[config.mk]
export PLATFORM = sky130hd
export DESIGN_NAME = lss_scan_seq
export DESIGN_NICKNAME = d
export VERILOG_FILES = /design/src/rtl/lss_pkg.sv /design/src/rtl/lss_phase_ctr.sv /design/src/rtl/lss_phase_decode.sv /design/src/rtl/lss_reconnect.sv /design/src/rtl/lss_scan_seq.sv
export SDC_FILE = /design/constraint.sdc
export NUM_CORES = 1
export LEC_CHECK = 0
export ABC_AREA = 1
export ABC_CLOCK_PERIOD_IN_PS = 2600
export BUFFER_PORTS_ARGS = -buffer_cell sky130_fd_sc_hd__buf_4
export CAP_MARGIN = 20
export CORE_AREA = 2 2 305 307
export DETAILED_ROUTE_END_ITERATION = 16
export DIE_AREA = 0 0 307 309
export SKIP_LAST_GASP = 1
export SYNTH_ARGS = -nofsm -noshare
export SYNTH_HDL_FRONTEND = slang
export SYNTH_SLANG_ARGS = --single-unit
[constraint.sdc]
create_clock -name clk_i -period 2.6 [get_ports clk_i]
set_input_delay 0.39 -clock clk_i [delete_from_list [all_inputs] [get_ports clk_i]]
set_output_delay 0.39 -clock clk_i [all_outputs]
set_load 0.005 [all_outputs]
[src/rtl/lss_pkg.sv]
package lss_pkg;
   // Width of the scan phase counter: holds 0 (idle) through n+1.
   function automatic int phase_width(input int n);
      return $clog2(n + 2);
   endfunction
   // Width of a pixel index for n pixels.
   function automatic int index_width(input int n);
      return (n > 1) ? $clog2(n) : 1;
   endfunction
endpackage

[src/rtl/lss_phase_ctr.sv]
module lss_phase_ctr
   import lss_pkg::*;
#(
   parameter int N  = 768,
   parameter int CW = phase_width(N)
) (
   input  logic          clk_i,
   input  logic          rst_ni,
   input  logic          si_i,
   output logic [CW-1:0] phase_o,
   output logic          err_o
);
   localparam logic [CW-1:0] PH_IDLE = '0;
   localparam logic [CW-1:0] PH_ONE  = CW'(1);
   localparam logic [CW-1:0] PH_LAST = CW'(N + 1);

   logic can_start;
   assign can_start = (phase_o == PH_IDLE) || (phase_o == PH_LAST);

   always_ff @(posedge clk_i or negedge rst_ni) begin
      if (!rst_ni) begin
         phase_o <= PH_IDLE;
         err_o   <= 1'b0;
      end else begin
         err_o <= si_i && !can_start;
         if (si_i && can_start) begin
            phase_o <= PH_ONE;
         end else if (phase_o == PH_LAST) begin
            phase_o <= PH_IDLE;
         end else if (phase_o != PH_IDLE) begin
            phase_o <= phase_o + PH_ONE;
         end
      end
   end

   // An early start never restarts the scan at pixel 1.
   assert_err_scan_kept_R8: assert property (@(posedge clk_i) disable iff (!rst_ni)
      err_o |-> (phase_o != PH_ONE));

   // The counter only ever leaves idle through phase 1.
   assert_start_from_one_R2: assert property (@(posedge clk_i) disable iff (!rst_ni)
      ($past(phase_o) == PH_IDLE) && (phase_o != PH_IDLE) |-> (phase_o == PH_ONE));
endmodule

[src/rtl/lss_phase_decode.sv]
module lss_phase_decode
   import lss_pkg::*;
#(
   parameter int N         = 768,
   parameter int RST_CLKS  = 18,
   parameter int CW        = phase_width(N),
   parameter int IW        = index_width(N)
) (
   input  logic          clk_i,
   input  logic          rst_ni,
   input  logic [CW-1:0] phase_i,
   output logic          vld_o,
   output logic [IW-1:0] idx_o,
   output logic          integ_rst_o,
   output logic          so_o,
   output logic          release_o
);
   localparam logic [CW-1:0] PH_ONE = CW'(1);
   localparam logic [CW-1:0] PH_N   = CW'(N);
   localparam logic [CW-1:0] PH_RST = CW'(RST_CLKS);
   localparam logic [CW-1:0] PH_REL = CW'(RST_CLKS + 1);

   logic [CW-1:0] ph_minus_one;
   assign ph_minus_one = phase_i - PH_ONE;

   always_comb begin
      vld_o       = (phase_i >= PH_ONE) && (phase_i <= PH_N);
      idx_o       = vld_o ? ph_minus_one[IW-1:0] : '0;
      integ_rst_o = (phase_i >= PH_ONE) && (phase_i <= PH_RST);
      so_o        = (phase_i == PH_N);
      release_o   = (phase_i == PH_REL);
   end

   // Consecutive valid clocks step the index by exactly one pixel.
   assert_idx_step_R2: assert property (@(posedge clk_i) disable iff (!rst_ni)
      vld_o && $past(vld_o) && (idx_o != '0) |-> (idx_o == $past(idx_o) + IW'(1)));

   // The release clock always follows the reset window.
   assert_release_after_reset_R3: assert property (@(posedge clk_i) disable iff (!rst_ni)
      release_o |-> $past(integ_rst_o));
endmodule

[src/rtl/lss_reconnect.sv]
module lss_reconnect
   import lss_pkg::*;
#(
   parameter int N        = 768,
   parameter int RST_CLKS = 18,
   parameter int CW       = phase_width(N)
) (
   input  logic          clk_i,
   input  logic          rst_ni,
   input  logic [CW-1:0] phase_i,
   input  logic          release_i,
   output logic [N-1:0]  rcn_o
);
   for (genvar g = 0; g < N; g++) begin : g_pix
      if (g < RST_CLKS) begin : g_grp
         // Pixels read while the reset is active reconnect together.
         assign rcn_o[g] = release_i;
      end else begin : g_seq
         // Later pixels reconnect one clock after their own readout.
         localparam logic [CW-1:0] PH_MINE = CW'(g + 2);
         assign rcn_o[g] = (phase_i == PH_MINE);
      end
   end

   // Outside the group release at most one pixel reconnects.
   assert_rcn_single_R5: assert property (@(posedge clk_i) disable iff (!rst_ni)
      !release_i |-> $onehot0(rcn_o));
endmodule

[src/rtl/lss_scan_seq.sv]
module lss_scan_seq
   import lss_pkg::*;
#(
   parameter int N        = 768,
   parameter int RST_CLKS = 18,
   parameter int IW       = index_width(N)
) (
   input  logic          clk_i,
   input  logic          rst_ni,
   input  logic          si_i,
   input  logic          hold_i,
   output logic          pix_vld_o,
   output logic [IW-1:0] pix_idx_o,
   output logic          hold_stb_o,
   output logic          integ_rst_o,
   output logic [N-1:0]  rcn_o,
   output logic          so_o,
   output logic          proto_err_o
);
   localparam int CW = phase_width(N);

   if (RST_CLKS < 1) begin : g_bad_rst
      $error("RST_CLKS must be at least 1");
   end
   if (RST_CLKS + 1 >= N) begin : g_bad_n
      $error("N must exceed RST_CLKS + 1");
   end
   if (IW < index_width(N)) begin : g_bad_iw
      $error("IW too narrow for N");
   end

   logic [CW-1:0]           phase;
   logic                    release_w;
   logic [index_width(N)-1:0] idx_w;
   logic                    hold_q;

   lss_phase_ctr #(.N(N), .CW(CW)) u_ctr (
      .clk_i   (clk_i),
      .rst_ni  (rst_ni),
      .si_i    (si_i),
      .phase_o (phase),
      .err_o   (proto_err_o)
   );

   lss_phase_decode #(.N(N), .RST_CLKS(RST_CLKS), .CW(CW), .IW(index_width(N))) u_dec (
      .clk_i       (clk_i),
      .rst_ni      (rst_ni),
      .phase_i     (phase),
      .vld_o       (pix_vld_o),
      .idx_o       (idx_w),
      .integ_rst_o (integ_rst_o),
      .so_o        (so_o),
      .release_o   (release_w)
   );

   assign pix_idx_o = IW'(idx_w);

   lss_reconnect #(.N(N), .RST_CLKS(RST_CLKS), .CW(CW)) u_rcn (
      .clk_i     (clk_i),
      .rst_ni    (rst_ni),
      .phase_i   (phase),
      .release_i (release_w),
      .rcn_o     (rcn_o)
   );

   always_ff @(posedge clk_i or negedge rst_ni) begin
      if (!rst_ni) begin
         hold_q     <= 1'b0;
         hold_stb_o <= 1'b0;
      end else begin
         hold_q     <= hold_i;
         hold_stb_o <= hold_i && !hold_q;
      end
   end

   // The token is followed by the end of the readout.
   assert_so_then_idle_R6: assert property (@(posedge clk_i) disable iff (!rst_ni)
      so_o |=> (!so_o && !pix_vld_o));

   // Release of the integrators frees exactly the reset-window group.
   assert_group_release_R5: assert property (@(posedge clk_i) disable iff (!rst_ni)
      $fell(integ_rst_o) |-> ($countones(rcn_o) == RST_CLKS));

   // The reset window opens together with pixel 1.
   assert_reset_with_first_R3: assert property (@(posedge clk_i) disable iff (!rst_ni)
      $rose(integ_rst_o) |-> (pix_vld_o && (pix_idx_o == '0)));

   // The hold strobe is a single clock wide.
   assert_hold_single_R4: assert property (@(posedge clk_i) disable iff (!rst_ni)
      hold_stb_o |=> !hold_stb_o);
endmodule

After elaboration in Yosys (flattened, before gate mapping):

Index checks and enable logic that the tools add are counted.

* output and inout port bits: 783
* flip-flop bits (word level): 13

* muxes and demuxes: 4
* add/sub/neg operators: 2
* equality and inequality tests: 751
* order comparisons: 3
* reductions and logical operators: 11

Operator list (number)
* $eq A10 B10 Y1 const B: 258
* $eq A10 B9 Y1 const B: 256
* $eq A10 B8 Y1 const B: 128
* $eq A10 B7 Y1 const B: 64
* $eq A10 B6 Y1 const B: 32
* $eq A10 B5 Y1 const B: 13
* $mux W10: 4
* $add A10 B1 Y10 const B: 1
* $ge A10 B1 Y1 const B: 1
* $le A10 B10 Y1 const B: 1
* $le A10 B5 Y1 const B: 1
* $logic_not A10 Y1: 1
* $reduce_bool A10 Y1: 1
* $sub A10 B1 Y10 const B: 1
* $logic_and A1 B1 Y1: 5
* $reduce_bool A3 Y1: 1
* $logic_not A1 Y1: 2
* $logic_or A1 B1 Y1: 1

Depth between registers and ports, before layout:

* depth in word-level cells: 4
* mapped depth: 9
* depth with buffers taken out: 9

Modules after synthesis:

A second synthesis with hierarchy kept.

* cell total of the unflattened synthesis: 1383
* area total of the unflattened synthesis: 5918.2 sq um

By module, submodules not included
* lss_reconnect: sequential area each 0.0 sq um, area each 4790.8 sq um, cells an instance 1214, instances 1
* lss_phase_ctr: sequential area each 275.3 sq um, area each 648.1 sq um, cells an instance 82, instances 1
* lss_phase_decode: sequential area each 0.0 sq um, area each 419.2 sq um, cells an instance 83, instances 1
* lss_scan_seq: sequential area each 50.0 sq um, area each 60.1 sq um, cells an instance 4, instances 1

Worst setup path after synthesis:

OpenSTA, ideal clock, no wires.

* kind: flip-flop to output port
* from: register u_ctr.phase_o[0]
* to: output rcn_o[0]
* arrival time: 2039 ps
* setup slack: 171 ps
* data required time: 2210 ps
* stages on the path, launching flop included: 8
* cells stage by stage: dfrtp_1 -> ha_1 -> inv_1 -> nor2_2 -> buf_2 -> nand2_1 -> nor2_1 -> buf_4

* word-level cells in the longest chain between the ends: 1

Ends and longest elaborated chain
* start, declared: RTL line lss_phase_ctr.sv:10 `output logic [CW-1:0] phase_o,`
* start signal, assigned: RTL line lss_phase_ctr.sv:31 `phase_o <= phase_o + PH_ONE;`
* $eq A10 B5 Y1: RTL line lss_phase_decode.sv:31 `release_o = (phase_i == PH_REL);`
* end, declared: RTL line lss_scan_seq.sv:16 `output logic [N-1:0] rcn_o,`

Every way passes these cells.

Worst setup path after layout:

* from: register u_ctr.phase_o[6]
* to: output rcn_o[541]

* word-level cells in the longest chain between the ends: 1

Ends and longest elaborated chain
* $eq A10 B10 Y1: RTL line lss_reconnect.sv:21 `assign rcn_o[g] = (phase_i == PH_MINE);`

Every way passes these cells.

==> results.json <==
{
  "status": "finished, violations left",
  "violations": "hold timing",
  "grt_max_degree": 87,
  "critPathRequiredTime_ns": 2.21,
  "cts_sinks": 13,
  "rsz0062_at_grt": "yes",
  "start_util": 0.0665,
  "gr-total-overflow": 0,
  "fin_crit_sh": 0.982,
  "num_rows": 111,
  "finalInstanceArea_um2": 14400,
  "slew_viol_final": 0,
  "synth-main-ff-cell": "dfrtp_1",
  "ant_nets": 0,
  "avgViaCountPerCell": 3.65,
  "syn_nets": 1306,
  "tritoncts": "done",
  "first_pass_iters": 5,
  "whs_ns": -0.00426,
  "route.detailed.wl_per_inst_um": 25.7,
  "netlist_area_um2": 6080,
  "hold_violations": 3,
  "grt_pass1_wl_um": 104000,
  "io_buffers": 786,
  "cp-end-kind": "output port",
  "place.detailed.hpwl_um": 68200,
  "place_area_um2": 13700,
  "area_growth_pct": 137,
  "finalSetupViolations": 0,
  "power.density_nw_per_um2": 37.2,
  "synth_area_leader_cell": "nor2_1",
  "antenna_found_initial": 1,
  "root_buffer": "clkbuf_16",
  "cts_buffer_depth": 2,
  "core_um2": 91400,
  "track_usage": 0.163,
  "hold_path_class": "input port to async pin",
  "ys_async_sr_fraction": 1.00,
  "die-height_um": 309,
  "cts_made_buffers": 3,
  "cts_max_level": 1,
  "grt_pass1_vias": 10656,
  "worst_slew_pin_slew_ns": 0.601,
  "ir_drop_mv": 0.161,
  "drtIter0Drc": 778,
  "drc": 0,
  "design.die.area_um2": 94900,
  "routed-via-count": 11821,
  "synthDistinctLibCells": 24,
  "skew_ns": 0.00880,
  "drt-total-wl_um": 83300,
  "fin_nets": 2065,
  "yosysMostFrequentCell": "nor2_1",
  "drive_gt1_frac": 0.511,
  "synth_area_leaders": "nor2_1, nor3_1, nand2_1",
  "gp_congestion": 0.812,
  "syn-mean-instance-area_um2": 4.69,
  "critPathArrivalTime_ns": 2.16,
  "dieWidth_um": 307,
  "path_class": "flop to output port",
  "placed_cells_incl_taps": 3207,
  "yosys_register_bits": 13,
  "worstSkewPairLatency_ns": 0.25,
  "yosys-top-cells-count": "nor2_1, nand2_1, nor3_1",
  "clk_pin_slew_ns": 0.06,
  "power_leakage_nw": 6.86,
  "yosysTopAreaCellShare": 0.364,
  "max-cap-violations": 0,
  "pin_count": 787,
  "critPathMaxFanout": 8,
  "fillers": 10662,
  "synth_edf_count": 0,
  "seq_area_frac_synth": 0.0535,
  "yosys_warnings": 0,
  "finalCriticalPeriod_ns": 2.55,
  "max_slew_margin": 0.599,
  "instances_no_fill": 3243,
  "fmax_mhz": 392,
  "worstSetupStartpointType": "flop",
  "syn_inst": 1297
}
## critical path: stages, from the launching register on
cell and delay, ns:
dfrtp_1 0.48, inv_2 0.14, nand2_2 0.23, nor2_4 0.20
buf_12 0.14, buf_4 0.12, nand2_1 0.27, nor2_1 0.19
buf_4 0.15
## cell usage in the layout, fill, tap and decap left out, drive strengths merged
cell type / count
buf: 908
diode: 2
inv: 54
clkinvlp: 4
clkbuf: 3
o21ai: 1
nand2: 232
dfrtp: 13
o211ai: 3
nand4: 1
nor3: 192
ha: 5
xor2: 7
xnor2: 1
nand3: 12
clkinv: 1
nor2: 618
## final cells by class
class | instances | area [um2] | share of cell area
Clock buffer | 3 | 75.1 | 0.00522
Tap cell | 1186 | 1480 | 0.103
Multi-Input combinational cell | 1072 | 4890 | 0.340
Timing Repair Buffer | 908 | 7320 | 0.509
Inverter | 58 | 263 | 0.0183
Clock inverter | 1 | 5.00 | 0.000348
Sequential cell | 13 | 329 | 0.0229
Antenna cell | 2 | 5.00 | 0.000348
## metal layers
| metal | vias up | wire length, um | track usage |
|---|---|---|---|
| met2 | 614 | 39600 | 0.280 |
| met4 | 2 | 1100 | 0.0206 |
| met1 | 5673 | 36500 | 0.212 |
| met3 | 41 | 6070 | 0.0388 |
| li1 | 5491 | - | - |
| met5 | - | 13 | 0 |
## sequential cells by signal (all words and copies together) (netlist names)
register       count
u_ctr.phase_o     10
hold_q             1
hold_stb_o         1
u_ctr.err_o        1
## path summary, 6_finish.rpt
| check | depth (start not counted) | start | to | slack, ns |
|---|---|---|---|---|
| max in group asynchronous | 1 | rst_ni | u_ctr.phase_o[7] | 2.38 |
| worst max register to register | 10 | u_ctr.phase_o[0] | u_ctr.phase_o[8] | 0.79 |
| worst min register to register | 1 | hold_q | hold_stb_o | 0.40 |
| min in group clk_i | 1 | hold_i | hold_q | 0.26 |
| worst min-delay path | 1 | rst_ni | u_ctr.phase_o[5] | -0.004 |
| worst max-delay path | 8 | u_ctr.phase_o[6] | rcn_o[541] | 0.05 |
## cell families (layout without fill, tap and decap cells)
| family | Yosys count | in the layout | synth area share |
|---|---|---|---|
| and+or+nand+nor | 1055 | 1055 | 0.750 |
| DFF | 13 | 13 | 0.0535 |
| other | 0 | 2 | 0 |
| adders and majority gates | 5 | 5 | 0.0103 |
| buffers and inverters | 212 | 970 | 0.170 |
| AOI/OAI and AO/OA | 4 | 4 | 0.00453 |
| xor gates and xnor gates | 8 | 8 | 0.0115 |
## stage by stage
stage | utilization | setup TNS (ns) | setup WS (ns) | power (mW)
after detailed placement | 0.150 | 0 | 0.0678 | 0.224
after floorplan | - | 0 | 0.171 | 0.211
after global routing | 0.157 | -0.0720 | -0.0173 | 0.548
after global placement | 0.150 | 0 | 0.0950 | 0.224
after CTS | 0.153 | -0.300 | -0.0466 | 0.538
final | 0.157 | 0 | 0.0471 | 0.535
## where the power goes
part	internal, mW	total, mW	switching, mW
clock network	0.206	0.315	0.109
logic	0.00544	0.0142	0.00871
registers	0.205	0.206	0.000781
total	0.416	0.535	0.119
## repair_timing
action / CTS / global route
hold endpoints to repair: 0 / 0
pin swaps: 4 / 11
gates resized for setup: 30 / 39
hold buffers: 0 / 0
buffers inserted: 11 / 19
endpoints found under the setup margin: 175 / 357
Note: power is estimated with default switching activity, not from simulation.
